`src/rtl/evtw_pkg.sv`:
```
package evtw_pkg;
  // Attributes carried by a write access
  typedef struct packed {
    logic secure;
    logic priv;
  } evtw_wr_attr_t;

  // Implemented-line vector: lines below first_opt always exist,
  // lines at or above it exist only when has_opt is set.
  function automatic logic [63:0] impl_lines(input int n, input int first_opt,
                                             input bit has_opt);
    logic [63:0] v;
    v = '0;
    for (int i = 0; i < 64; i++) begin
      if (i < n) v[i] = (i < first_opt) || has_opt;
    end
    return v;
  endfunction
endpackage

```
`src/rtl/evtw_access_filter.sv`:
```
module evtw_access_filter
  import evtw_pkg::*;
#(
  parameter int NUM_LINES = 26,
  parameter logic [NUM_LINES-1:0] IMPL = '1
) (
  input  logic                 wr_en,
  input  evtw_wr_attr_t        wr_attr,
  input  logic                 rd_secure,
  input  logic [NUM_LINES-1:0] sec_only,
  input  logic [NUM_LINES-1:0] priv_only,
  output logic [NUM_LINES-1:0] wr_bit_en,
  output logic [NUM_LINES-1:0] rd_visible
);
  for (genvar i = 0; i < NUM_LINES; i++) begin : g_line
    if (IMPL[i]) begin : g_impl
      logic sec_ok, priv_ok;
      assign sec_ok        = wr_attr.secure | ~sec_only[i];
      assign priv_ok       = wr_attr.priv   | ~priv_only[i];
      assign wr_bit_en[i]  = wr_en & sec_ok & priv_ok;
      assign rd_visible[i] = rd_secure | ~sec_only[i];
    end else begin : g_rsvd
      assign wr_bit_en[i]  = 1'b0;
      assign rd_visible[i] = 1'b0;
    end
  end

  // a bit protected both ways accepts only secure privileged writes
  always_comb begin
    for (int i = 0; i < NUM_LINES; i++) begin
      if (wr_bit_en[i] && sec_only[i] && priv_only[i])
        p_dual_protect_r7: assert (wr_attr.secure && wr_attr.priv);
    end
  end
endmodule

```
`src/rtl/evtw_mask_reg.sv`:
```
module evtw_mask_reg #(
  parameter int NUM_LINES = 26
) (
  input  logic                 clk,
  input  logic                 rst_n,
  input  logic [NUM_LINES-1:0] wr_bit_en,
  input  logic [NUM_LINES-1:0] wr_data,
  output logic [NUM_LINES-1:0] mask_q
);
  for (genvar i = 0; i < NUM_LINES; i++) begin : g_bit
    always_ff @(posedge clk or negedge rst_n) begin
      if (!rst_n)            mask_q[i] <= 1'b0;
      else if (wr_bit_en[i]) mask_q[i] <= wr_data[i];
    end
  end

  // bits without a write enable keep their value
  p_hold_unwritten_r8: assert property (@(posedge clk) disable iff (!rst_n)
    1'b1 |=> ((mask_q ^ $past(mask_q)) & ~$past(wr_bit_en)) == '0);

  // enabled bits take the write data
  p_store_written_r3: assert property (@(posedge clk) disable iff (!rst_n)
    (|wr_bit_en) |=> (mask_q & $past(wr_bit_en)) == ($past(wr_data) & $past(wr_bit_en)));
endmodule

```
`src/rtl/evtw_wake_gate.sv`:
```
module evtw_wake_gate #(
  parameter int NUM_LINES = 26
) (
  input  logic                 clk,
  input  logic                 rst_n,
  input  logic [NUM_LINES-1:0] evt_in,
  input  logic [NUM_LINES-1:0] mask_q,
  output logic [NUM_LINES-1:0] wake_q
);
  always_ff @(posedge clk or negedge rst_n) begin
    if (!rst_n) wake_q <= '0;
    else        wake_q <= evt_in & mask_q;
  end

  // output follows last cycle's event and mask
  p_wake_follows_r2: assert property (@(posedge clk) disable iff (!rst_n)
    1'b1 |=> wake_q == $past(evt_in & mask_q));
endmodule

```
`src/rtl/evt_wake_mask.sv`:
```
module evt_wake_mask
  import evtw_pkg::*;
#(
  parameter int NUM_LINES     = 26,
  parameter int OPT_FIRST     = 23,
  parameter bit HAS_OPT_LINES = 1'b1
) (
  input  logic                 clk,
  input  logic                 rst_n,
  input  logic                 wr_en,
  input  logic [NUM_LINES-1:0] wr_data,
  input  logic                 wr_secure,
  input  logic                 wr_priv,
  input  logic                 rd_en,
  input  logic                 rd_secure,
  output logic [NUM_LINES-1:0] rd_data,
  input  logic [NUM_LINES-1:0] sec_only,
  input  logic [NUM_LINES-1:0] priv_only,
  input  logic [NUM_LINES-1:0] evt_in,
  output logic [NUM_LINES-1:0] wake_out
);
  localparam logic [63:0] IMPL_FULL = impl_lines(NUM_LINES, OPT_FIRST, HAS_OPT_LINES);
  localparam logic [NUM_LINES-1:0] IMPL = IMPL_FULL[NUM_LINES-1:0];

  evtw_wr_attr_t        wr_attr;
  logic [NUM_LINES-1:0] wr_bit_en;
  logic [NUM_LINES-1:0] rd_visible;
  logic [NUM_LINES-1:0] mask_q;

  assign wr_attr.secure = wr_secure;
  assign wr_attr.priv   = wr_priv;

  evtw_access_filter #(.NUM_LINES(NUM_LINES), .IMPL(IMPL)) u_filter (
    .wr_en      (wr_en),
    .wr_attr    (wr_attr),
    .rd_secure  (rd_secure),
    .sec_only   (sec_only),
    .priv_only  (priv_only),
    .wr_bit_en  (wr_bit_en),
    .rd_visible (rd_visible)
  );

  evtw_mask_reg #(.NUM_LINES(NUM_LINES)) u_mask (
    .clk       (clk),
    .rst_n     (rst_n),
    .wr_bit_en (wr_bit_en),
    .wr_data   (wr_data),
    .mask_q    (mask_q)
  );

  evtw_wake_gate #(.NUM_LINES(NUM_LINES)) u_gate (
    .clk    (clk),
    .rst_n  (rst_n),
    .evt_in (evt_in),
    .mask_q (mask_q),
    .wake_q (wake_out)
  );

  assign rd_data = rd_en ? (mask_q & rd_visible) : '0;

  // non-secure reads never reveal secure-only bits
  p_nonsec_read_hidden_r5: assert property (@(posedge clk) disable iff (!rst_n)
    (rd_en && !rd_secure) |-> (rd_data & sec_only) == '0);

  // idle read port drives zero
  p_idle_read_zero_r11: assert property (@(posedge clk) disable iff (!rst_n)
    !rd_en |-> rd_data == '0);

  // absent lines never hold a mask bit nor raise a wake-up
  p_absent_lines_zero_r9: assert property (@(posedge clk) disable iff (!rst_n)
    ((mask_q | wake_out) & ~IMPL) == '0);
endmodule

```
`config.mk`:
```
export PLATFORM = sky130hd
export DESIGN_NAME = evt_wake_mask
export DESIGN_NICKNAME = d
export VERILOG_FILES = /design/src/rtl/evtw_pkg.sv /design/src/rtl/evtw_access_filter.sv /design/src/rtl/evtw_mask_reg.sv /design/src/rtl/evtw_wake_gate.sv /design/src/rtl/evt_wake_mask.sv
export SDC_FILE = /design/constraint.sdc
export NUM_CORES = 1
export LEC_CHECK = 0
export BUFFER_PORTS_ARGS = -buffer_cell sky130_fd_sc_hd__buf_2
export CAP_MARGIN = 30
export CORE_ASPECT_RATIO = 0.5
export CORE_MARGIN = 5
export CORE_UTILIZATION = 44
export DETAILED_ROUTE_END_ITERATION = 16
export HOLD_SLACK_MARGIN = 0.08
export PLACE_DENSITY = 0.89
export SYNTH_ARGS = -nofsm -noshare
export SYNTH_HDL_FRONTEND = slang
export SYNTH_SLANG_ARGS = --single-unit
```
`constraint.sdc`:
```
create_clock -name clk -period 1.2 [get_ports clk]
set_clock_uncertainty 0.2 [all_clocks]
set_input_delay 0.18 -clock clk [delete_from_list [all_inputs] [get_ports clk]]
set_output_delay 0.18 -clock clk [all_outputs]
set_load 0.02 [all_outputs]
```
==> out/qor.json <==
{
  "port_buffers": 162,
  "netlist_instances": 249,
  "n_fill_cell": 291,
  "post_route_cells_drive_above_1_share_pct": 56.0,
  "clock_tree.root_cell": "sky130_fd_sc_hd__clkbuf_16",
  "powerDensity_mw_per_mm2": 1180,
  "grt_max_degree": 28,
  "worst-endpoint-arrival_ns": 1.11,
  "maxCapViolations": 0,
  "finalSetupTns_ns": -5.62,
  "pre_cts_ws_ns": -0.179,
  "overflow": 0,
  "ys_ff_latch": 52,
  "failed_checks": "setup timing",
  "largest_fanout_on_the_critical_path": 3,
  "detailedPlacementHpwl_um": 6350,
  "first_iter_violations": 377,
  "cts.sink_count": 52,
  "setup_viol": 37,
  "grt_pass1_wl_um": 17500,
  "cp-end-kind": "output pin",
  "synth.avg_cell_area_um2": 11.2,
  "area_delta_synth_final_pct": 79.5,
  "die_width_um": 122,
  "worst-slew-pin-transition_ns": 0.265,
  "synth_edf_count": 0,
  "syn_nets": 360,
  "req_time_crit_path_ns": 0.82,
  "design.die.area_mm2": 0.00811,
  "antenna_cells_inserted": 0,
  "max_freq_mhz": 673,
  "route.detailed.wl_per_inst_um": 23.4,
  "initial_core_util_pct": 45.6,
  "max-vdd-ir-drop_uv": 740,
  "synth-async-reset-ratio_pct": 100,
  "critical_path.reg2reg.endpoint": "u_mask.mask_q[3]$_DFFE_PN0P_",
  "ys_warn_count": 0,
  "multi_input_comb_area_mm2": 0.00122,
  "unrepaired_setup_endpoints_after_global_routing": "yes",
  "worstSkewPairLatency_ns": 0.29,
  "num_io_pins": 163,
  "antenna_left": 0,
  "tritoncts_clock_tree": "built",
  "std_cell_rows": 20,
  "nets": 605,
  "synth.distinct_cells": 15,
  "final_max_slew_viol_count": 0,
  "hp-class": "input port to asynchronous set/reset pin",
  "r2r_start": "u_mask.mask_q[3]$_DFFE_PN0P_",
  "minimum_setup_slack_among_reg_to_reg_paths_ns": -0.02,
  "layout_worst_path_cycle_share_pct": 124,
  "grt_pass1_vias": 3220,
  "report.final.hold_viol_count": 0,
  "max_slew_margin_pct": 82.3,
  "grt_util_all_layers_pct": 28.1,
  "floorplan.die.height_um": 66.2,
  "routed_via_density": 5.62,
  "postSynth.topFlopCell": "sky130_fd_sc_hd__dfrtp_1",
  "drcViolationCount": 0,
  "antenna_found_initial": 0,
  "worst_r2r_path_depth": 3,
  "dr.pass1.iters": 5,
  "critical_path_class": "flop to output pin",
  "most_common_cell_after_layout_fill_and_taps_aside": "sky130_fd_sc_hd__buf_2",
  "cts_htree_levels": 2,
  "most-common-layout-cells": "sky130_fd_sc_hd__buf_2 (117), sky130_fd_sc_hd__dlygate4sd3_1 (53), sky130_fd_sc_hd__inv_1 (52), sky130_fd_sc_hd__dfrtp_1 (52), sky130_fd_sc_hd__buf_6 (39)",
  "cts_made_buffers": 5,
  "layout.area.seq_mm2": 0.00130,
  "status": "complete, but fails checks",
  "synth.cell_area_mm2": 0.00278,
  "finalWirelength_um": 13600,
  "leakage_power_of_the_design_nw": 2.60,
  "floorplan.core_area_mm2": 0.00611,
  "fin_total_pwr_mw": 5.92,
  "final_period_minus_worst_setup_slack_ns": 1.49,
  "route.vias.total": 3274,
  "synth-seq-area-share_pct": 46.7,
  "clk_path_buf_depth": 2,
  "setup_slack_ns": -0.286,
  "finalWeightedCongestion": 0.818,
  "clock_pin_slew_of_the_registers_on_the_worst_case_setup_and_hold_paths_ns": 0.07,
  "crit_path_start_kind": "flop"
}
==> kinds of logic after synthesis <==
kind of cell	synth area share [%]
AOI/OAI and AO/OA	17.3
buffers and inverters	13.3
DFF	46.7
muxes	13.2
and+or+nand+nor	9.35
==> through the flow <==
step | area, µm² | std cells | hold slack (ns) | utilization [%]
finish | 5000 | 583 | 0.130 | 81.8
global route | 5000 | 583 | 0.129 | 81.8
CTS | 4690 | 577 | 0.0974 | 76.7
detailed placement | 3750 | 498 | -0.135 | 61.5
global placement | 3750 | 498 | -0.134 | 61.5
floorplan | 2780 | 249 | -0.316 | -
==> where the power goes <==
group / switching [mW] / total (mW) / internal, mW
clock: 0.676 / 1.66 / 0.984
sequential: 0.180 / 2.17 / 1.99
combinational: 0.988 / 2.09 / 1.10
total: 1.84 / 5.92 / 4.07
==> state kept, by name, summed over array words and instances (netlist names) <==
register / count
u_mask.mask_q: 26
u_gate.wake_q: 26
==> metal layers <==
metal  track usage [%]  wire (µm)  vias up
met5                 0          0        -
met4              13.7        938        0
met3              5.13       1150       86
met2              50.7       6670      299
met1              32.4       4880     1580
li1                  -          -     1309
==> cell type report <==
cell class / count / share of cell area (%)
repair buffers: 252 / 40.1
flip-flops and latches: 52 / 26.0
multi-input cells: 130 / 24.4
inverters: 53 / 3.98
clock buffers: 6 / 2.58
well taps: 88 / 2.20
clock inverters: 2 / 0.701
==> critical path, stage by stage, from the launching register on <==
cell	delay, ns
sky130_fd_sc_hd__dfrtp_1	0.40
sky130_fd_sc_hd__nand2_1	0.10
sky130_fd_sc_hd__a21oi_2	0.14
sky130_fd_sc_hd__buf_4	0.17
==> synth_stat cells, types with 3 or more instances <==
master | count | area [µm²]
sky130_fd_sc_hd__o221ai_2 | 20 | 300
sky130_fd_sc_hd__nand2_1 | 26 | 97.6
sky130_fd_sc_hd__o221ai_1 | 6 | 52.6
sky130_fd_sc_hd__and2_1 | 26 | 163
sky130_fd_sc_hd__mux2_4 | 20 | 300
sky130_fd_sc_hd__mux2_1 | 6 | 67.6
sky130_fd_sc_hd__inv_1 | 52 | 195
sky130_fd_sc_hd__dfrtp_1 | 52 | 1300
sky130_fd_sc_hd__buf_2 | 3 | 15.0
sky130_fd_sc_hd__buf_12 | 6 | 120
sky130_fd_sc_hd__a21oi_1 | 26 | 130
==> worst max-delay path by stage <==
stage,start,endpoint,depth (start not counted),slack [ns]
6_report,u_mask.mask_q[23]$_DFFE_PN0P_,rd_data[23],3,-0.29
5_1_grt,u_mask.mask_q[22]$_DFFE_PN0P_,rd_data[22],3,-0.32
4_1_cts,u_mask.mask_q[22]$_DFFE_PN0P_,rd_data[22],3,-0.21
3_5_place_dp,wr_secure,u_mask.mask_q[11]$_DFFE_PN0P_,4,-0.18
3_3_place_gp,wr_priv,u_mask.mask_q[16]$_DFFE_PN0P_,4,-0.14
2_1_floorplan,rd_secure,rd_data[10],3,-0.09
==> timing repair <==
action,4_1_cts,5_1_grt
endpoints found under the setup margin,26,45
pin swaps,4,6
hold buffers,53,0
buffers inserted,18,6
endpoints found under the hold margin,104,0
gates resized for setup,36,79
Note: power is estimated with default switching activity, not from simulation.
